**config.mk**
```make
export PLATFORM = sky130hd
export DESIGN_NAME = ep_dmareq_alloc
export DESIGN_NICKNAME = d
export VERILOG_FILES = /design/src/rtl/dmareq_pkg.sv /design/src/rtl/dmareq_free_finder.sv /design/src/rtl/dmareq_trig_lut.sv /design/src/rtl/dmareq_map_reg.sv /design/src/rtl/ep_dmareq_alloc.sv
export SDC_FILE = /design/constraint.sdc
export NUM_CORES = 1
export LEC_CHECK = 0
export ABC_AREA = 1
export BUFFER_PORTS_ARGS = -buffer_cell sky130_fd_sc_hd__clkbuf_2
export CAP_MARGIN = 30
export CORE_MARGIN = 3
export CORE_UTILIZATION = 29
export CTS_CLUSTER_SIZE = 12
export DETAILED_ROUTE_END_ITERATION = 6
export SLEW_MARGIN = 20
export SYNTH_ARGS = -nofsm -noshare
export SYNTH_HDL_FRONTEND = slang
export SYNTH_HIERARCHICAL = 1
export SYNTH_SLANG_ARGS = --single-unit
```
**constraint.sdc**
```tcl
create_clock -name clk -period 2.2 [get_ports clk]
set_input_delay 0.22 -clock clk [delete_from_list [all_inputs] [get_ports clk]]
set_output_delay 0.22 -clock clk [all_outputs]
set_load 0.01 [all_outputs]
```
**src/rtl/dmareq_pkg.sv**
```systemverilog
package dmareq_pkg;

    localparam int NUM_LINES    = 6;
    localparam int USABLE_LINES = 5;
    localparam int EP_W         = 4;
    localparam int FIELD_W      = EP_W + 1;
    localparam int MAP_W        = NUM_LINES * FIELD_W;
    localparam int LINE_W       = $clog2(NUM_LINES);
    localparam int TRIG_W       = 7;

    typedef enum logic {
        OP_ALLOC   = 1'b0,
        OP_RELEASE = 1'b1
    } op_e;

    typedef struct packed {
        logic              tx;
        logic [EP_W-1:0]   ep;
    } field_t;

    typedef struct packed {
        logic              ok;
        logic              busy;
        logic              err;
        logic [LINE_W-1:0] line;
    } resp_t;

    function automatic logic [TRIG_W-1:0] trigger_of(input logic [LINE_W-1:0] line);
        logic [TRIG_W-1:0] t;
        case (line)
            3'd0:    t = 7'd2;
            3'd1:    t = 7'd3;
            3'd2:    t = 7'd14;
            3'd3:    t = 7'd15;
            3'd4:    t = 7'd16;
            3'd5:    t = 7'd64;
            default: t = 7'd0;
        endcase
        return t;
    endfunction

endpackage

```
**src/rtl/dmareq_free_finder.sv**
```systemverilog
module dmareq_free_finder
    import dmareq_pkg::*;
#(
    parameter int LINES  = USABLE_LINES,
    parameter int FW     = FIELD_W,
    parameter int EW     = EP_W,
    parameter int MW     = MAP_W,
    parameter int LW     = LINE_W
) (
    input  logic [MW-1:0] map_i,
    output logic          found_o,
    output logic [LW-1:0] idx_o
);
    logic [LINES-1:0] free_vec;

    for (genvar g = 0; g < LINES; g++) begin : g_free
        assign free_vec[g] = (map_i[g*FW +: EW] == '0);
    end

    always_comb begin
        found_o = 1'b0;
        idx_o   = '0;
        for (int i = LINES - 1; i >= 0; i--) begin
            if (free_vec[i]) begin
                found_o = 1'b1;
                idx_o   = LW'(i);
            end
        end
    end


    always_comb begin
        lowest_free_chk: assert (!found_o || (map_i[int'(idx_o)*FW +: EW] == '0));
    end

endmodule

```
**src/rtl/dmareq_trig_lut.sv**
```systemverilog
module dmareq_trig_lut
    import dmareq_pkg::*;
(
    input  logic [LINE_W-1:0] line_i,
    input  logic              en_i,
    output logic [TRIG_W-1:0] trig_o
);
    assign trig_o = en_i ? trigger_of(line_i) : '0;
endmodule

```
**src/rtl/dmareq_map_reg.sv**
```systemverilog
module dmareq_map_reg
    import dmareq_pkg::*;
#(
    parameter int MW = MAP_W
) (
    input  logic          clk,
    input  logic          rst,
    input  logic          we_i,
    input  logic [MW-1:0] d_i,
    output logic [MW-1:0] q_o
);
    always_ff @(posedge clk) begin
        if (rst)       q_o <= '0;
        else if (we_i) q_o <= d_i;
    end
endmodule

```
**src/rtl/ep_dmareq_alloc.sv**
```systemverilog
module ep_dmareq_alloc
    import dmareq_pkg::*;
(
    input  logic              clk,
    input  logic              rst,
    input  logic              shared_mode,
    input  logic              cmd_valid,
    input  logic              cmd_op,
    input  logic [EP_W-1:0]   cmd_ep,
    input  logic              cmd_tx,
    input  logic [LINE_W-1:0] cmd_line,
    output logic              rsp_done,
    output logic              rsp_ok,
    output logic              rsp_busy,
    output logic              rsp_err,
    output logic [LINE_W-1:0] rsp_line,
    output logic [TRIG_W-1:0] rsp_trigger,
    output logic [MAP_W-1:0]  map_rdata
);
    logic [MAP_W-1:0]  map_q;
    logic [MAP_W-1:0]  map_nxt;
    logic              map_we;
    logic              free_found;
    logic [LINE_W-1:0] free_idx;
    resp_t             resp_nxt;
    logic              grant_nxt;
    logic [TRIG_W-1:0] trig_nxt;
    field_t            new_field;
    op_e               op;

    assign op        = op_e'(cmd_op);
    assign new_field = '{tx: cmd_tx, ep: cmd_ep};

    dmareq_free_finder u_finder (
        .map_i   (map_q),
        .found_o (free_found),
        .idx_o   (free_idx)
    );

    always_comb begin
        map_nxt   = map_q;
        resp_nxt  = '0;
        grant_nxt = 1'b0;
        if (op == OP_ALLOC) begin
            if (cmd_ep == '0) begin
                resp_nxt.err = 1'b1;
            end else if (shared_mode) begin
                if (map_q == '0) begin
                    map_nxt[FIELD_W-1:0] = new_field;
                    resp_nxt.ok          = 1'b1;
                    grant_nxt            = 1'b1;
                end else begin
                    resp_nxt.busy = 1'b1;
                end
            end else if (free_found) begin
                map_nxt[int'(free_idx)*FIELD_W +: FIELD_W] = new_field;
                resp_nxt.ok   = 1'b1;
                resp_nxt.line = free_idx;
                grant_nxt     = 1'b1;
            end else begin
                resp_nxt.busy = 1'b1;
            end
        end else begin
            if (shared_mode) begin
                if (map_q[EP_W-1:0] == cmd_ep) begin
                    map_nxt     = '0;
                    resp_nxt.ok = 1'b1;
                end else begin
                    resp_nxt.err = 1'b1;
                end
            end else if (int'(cmd_line) < USABLE_LINES) begin
                map_nxt[int'(cmd_line)*FIELD_W +: FIELD_W] = '0;
                resp_nxt.ok = 1'b1;
            end else begin
                resp_nxt.err = 1'b1;
            end
        end
    end

    assign map_we = cmd_valid;

    dmareq_trig_lut u_lut (
        .line_i (resp_nxt.line),
        .en_i   (grant_nxt),
        .trig_o (trig_nxt)
    );

    dmareq_map_reg u_map (
        .clk  (clk),
        .rst  (rst),
        .we_i (map_we),
        .d_i  (map_nxt),
        .q_o  (map_q)
    );

    logic rsp_alloc_q;

    always_ff @(posedge clk) begin
        if (rst) begin
            rsp_done    <= 1'b0;
            rsp_ok      <= 1'b0;
            rsp_busy    <= 1'b0;
            rsp_err     <= 1'b0;
            rsp_line    <= '0;
            rsp_trigger <= '0;
            rsp_alloc_q <= 1'b0;
        end else begin
            rsp_done    <= cmd_valid;
            rsp_ok      <= cmd_valid & resp_nxt.ok;
            rsp_busy    <= cmd_valid & resp_nxt.busy;
            rsp_err     <= cmd_valid & resp_nxt.err;
            rsp_line    <= cmd_valid ? resp_nxt.line : '0;
            rsp_trigger <= cmd_valid ? trig_nxt : '0;
            rsp_alloc_q <= cmd_valid & (op == OP_ALLOC);
        end
    end

    assign map_rdata = map_q;


    resp_follows_cmd_chk: assert property (@(posedge clk) disable iff (rst)
        cmd_valid |=> rsp_done);

    no_spurious_resp_chk: assert property (@(posedge clk) disable iff (rst)
        !cmd_valid |=> !rsp_done);

    one_outcome_chk: assert property (@(posedge clk) disable iff (rst)
        rsp_done |-> ($countones({rsp_ok, rsp_busy, rsp_err}) == 1));

    sixth_line_idle_chk: assert property (@(posedge clk) disable iff (rst)
        map_q[MAP_W-1 -: FIELD_W] == '0);

    grant_in_range_chk: assert property (@(posedge clk) disable iff (rst)
        (rsp_done && rsp_ok && rsp_alloc_q) |-> (int'(rsp_line) < USABLE_LINES));

    busy_keeps_map_chk: assert property (@(posedge clk) disable iff (rst)
        rsp_busy |-> (map_q == $past(map_q)));

    err_keeps_map_chk: assert property (@(posedge clk) disable iff (rst)
        rsp_err |-> (map_q == $past(map_q)));

    idle_trigger_zero_chk: assert property (@(posedge clk) disable iff (rst)
        !(rsp_ok && rsp_alloc_q) |-> (rsp_trigger == '0));

endmodule

```
==> results.yml <==
routing:
  drt-initial-drc-count: 238
  viasPerCell: 4.69
  vias: 3632
  drc: 0
  post_drt_wl_per_cell_um: 13.3
  final_antenna_net_count: 0
  drt_wl_total_um: 10300
  firstDrtPassIters: 4
clock_tree:
  ctsLongestPathBuffers: 2
  numCtsBuffers: 5
  worstSkewPairLatency_ns: 0.29
  root_buffer: "clkbuf_16"
  path_clk_slew_ns: 0.07
  hold_buffers: 0
  cts_max_level: 2
  cts_sinks: 44
  cts_tree: "done"
worst_setup_path:
  cp.arrival_ns: 2.43
  endpoint_kind: "register"
  rrSetupSlack_ns: -0.05
  critPathMaxFanout: 5
  r2r-end: "u_map/q_o[4]$_SDFFE_PP0P_"
  crit_required_ns: 2.38
  r2r_cells: 17
  cp-start-kind: "register"
  r2r_start: "u_map/q_o[15]$_SDFFE_PP0P_"
  critical_path_class: "register to register"
hold_path:
  hold_end: "rsp_done$_SDFF_PP0_"
  holdCritStartpoint: "rst"
  hp-class: "input port to register"
  hold_path_depth: 2
floorplanning:
  core_mm2: 0.0110
  die_w_um: 113
  dieArea_mm2: 0.0127
  io_pins: 57
  num_rows: 38
  die_h_um: 113
  start_util_pct: 30.1
pwr:
  powerDensity_mw_per_mm2: 647
  p_leak_nw: 2.16
  vdd_drop_max_uv: 346
logic_synthesis:
  yosysWarnings: 6
  synth_edf_count: 0
  synthArstFlopShare_pct: 0
  synth.avg_cell_area_um2: 6.11
  synth_area_mm2: 0.00331
  ys_seq_area_share_pct: 26.6
  netlist-cell-type-count: 38
  synth_cells: 541
  synth_ff_type: "dfxtp_1"
  syn_nets: 560
  ys_seq_elements: 44
finish:
  insertedDiodeCount: 0
  area_growth_pct: 32.4
  instances_no_fill: 775
  final_cell_mix: "129 x nand2_1, 102 x nor2_1, 72 x inv_1"
  layout_commonest_cell: "nand2_1"
  nFillCells: 1177
  seqCellArea_um2: 906
  drive_gt1_share_pct: 33.1
  fin_nets: 653
  multi_input_area_mm2: 0.00210
  utilization_pct: 39.8
global_route:
  grt_pass1_vias: 3418
  grt_pass1_wl_um: 16900
  grt_antenna_before_repair: 0
  grt_max_degree: 61
  overflow: 0
  track_usage_pct: 16.1
timing:
  worst_pin_slew_ns: 0.647
  drv_slew: 0
  relSlewSlack_pct: 56.8
  fin_crit_sh_pct: 102
  setup_viol: 16
  final.setup.worst_slack_ns: -0.0479
  max_freq_ghz: 0.445
  fin_skew_ns: 0.00510
  final_hold_viol_count: 0
  post-route-min-period_ns: 2.25
  rsz0062_at_grt: "true"
placed_design:
  gp_congestion: 0.936
  dpl.hpwl_um: 7720
  place_inst: 763
  io_buffers: 56
run_status:
  status: "complete, but fails checks"
  violations: "setup timing"
job:
  drv_cap: 0
## area by class of cell
type	count	area share [%]
clock inverter	3	1.06
tap	140	4.00
timing repair buffer	110	16.5
inverter	79	6.83
clock buffer	5	2.86
sequential	44	20.7
multi-input combinational	394	48.1
## registers in the layout, summed over array words and instances (netlist names)
name,cells
rsp_busy,1
rsp_line,3
u_map/q_o,30
rsp_done,1
rsp_trigger,7
rsp_err,1
rsp_ok,1
## cells in the mapped netlist, types with 2 or more instances
cell	n	area, um^2
o21ai_0	7	35.0
a21oi_1	20	100
nor2_1	108	405
o21ai_2	4	35.0
nand3_1	39	195
nand2_4	2	22.5
buf_2	6	30.0
clkbuf_1	3	11.3
nor2_8	2	40.0
nor4_1	4	25.0
o21ai_1	12	60.1
dfxtp_1	44	881
nand2_1	138	518
buf_8	5	75.1
nand3_2	2	20.0
inv_1	78	293
nor2_2	11	68.8
buf_6	5	56.3
buf_4	6	45.0
nand4_1	17	106
nor3_1	6	30.0
ha_1	6	75.1
## what timing repair did
| item | in CTS | in global routing |
|---|---|---|
| resized for setup | 7 | 50 |
| setup endpoints to repair | 17 | 36 |
| cloned | 0 | 1 |
| endpoints found under the hold margin | 0 | 0 |
| pin swaps | 4 | 12 |
| setup buffers | 1 | 3 |
## critical path: stages, from the launching register on
cell and delay [ns]:
dfxtp_4 0.35, inv_2 0.04, nand2_1 0.06, nor2_2 0.12
nand2_1 0.07, a21oi_2 0.20, inv_4 0.06, ha_4 0.23
nor2_2 0.08, nand4_1 0.22, a21oi_2 0.30, nand2_1 0.08
nand3_1 0.08, nand2_1 0.06, inv_1 0.05, nand2_1 0.04
nand2_1 0.08, nor2_1 0.04
## report_power, final
group	internal, mW	leakage (nW)	switching, mW	total [mW]
combinational	0.442	1.71	0.650	1.09
sequential	0.840	0.367	0.0327	0.873
clock	0.540	0.0804	0.326	0.866
## per-layer routing
metal | part of all wire [%] | global-route usage, % | up-vias
li1 | - | - | 1861
met1 | 45 | 21.2 | 1662
met2 | 47 | 26.8 | 95
met3 | 5.0 | 2.51 | 14
met4 | 2.2 | 5.37 | 0
met5 | 0 | 0 | -
## worst max-delay path by stage
stage / start / to / cells past startpoint
6_report: u_map/q_o[15]$_SDFFE_PP0P_ / u_map/q_o[4]$_SDFFE_PP0P_ / 17
5_1_grt: u_map/q_o[15]$_SDFFE_PP0P_ / u_map/q_o[4]$_SDFFE_PP0P_ / 17
4_1_cts: u_map/q_o[15]$_SDFFE_PP0P_ / u_map/q_o[2]$_SDFFE_PP0P_ / 17
3_5_place_dp: u_map/q_o[6]$_SDFFE_PP0P_ / u_map/q_o[2]$_SDFFE_PP0P_ / 16
3_3_place_gp: u_map/q_o[15]$_SDFFE_PP0P_ / u_map/q_o[15]$_SDFFE_PP0P_ / 18
2_1_floorplan: u_map/q_o[11]$_SDFFE_PP0P_ / u_map/q_o[1]$_SDFFE_PP0P_ / 17
## per-stage QoR
step / area, um^2 / hold WS (ns) / setup WS [ns] / power (mW) / TNS (ns)
after floorplan: 3350 / 0.325 / 0.00999 / 1.54 / 0
after global placement: 3980 / 0.439 / -0.0223 / 1.85 / -0.0792
after detailed placement: 3980 / 0.444 / -0.0479 / 1.87 / -0.356
after CTS: 4180 / 0.140 / -0.00186 / 2.77 / -0.00186
after global routing: 4380 / 0.160 / -0.263 / 3.01 / -6.04
final: 4380 / 0.142 / -0.0479 / 2.83 / -0.298
## logic make-up (layout without fill, tap and decap cells)
| kind of cell | after synthesis | count (layout) | synth area share, % |
|---|---|---|---|
| AND/OR/NAND/NOR | 336 | 336 | 45.8 |
| buffers and inverters | 104 | 197 | 15.6 |
| AO/OA/AOI/OAI | 47 | 48 | 8.29 |
| flip-flops | 44 | 44 | 26.6 |
| adder cells (fa/ha/maj) | 6 | 6 | 2.27 |
| XOR/XNOR | 3 | 3 | 1.36 |
| other | 1 | 1 | 0.113 |
(Power assumes the default switching activity.)
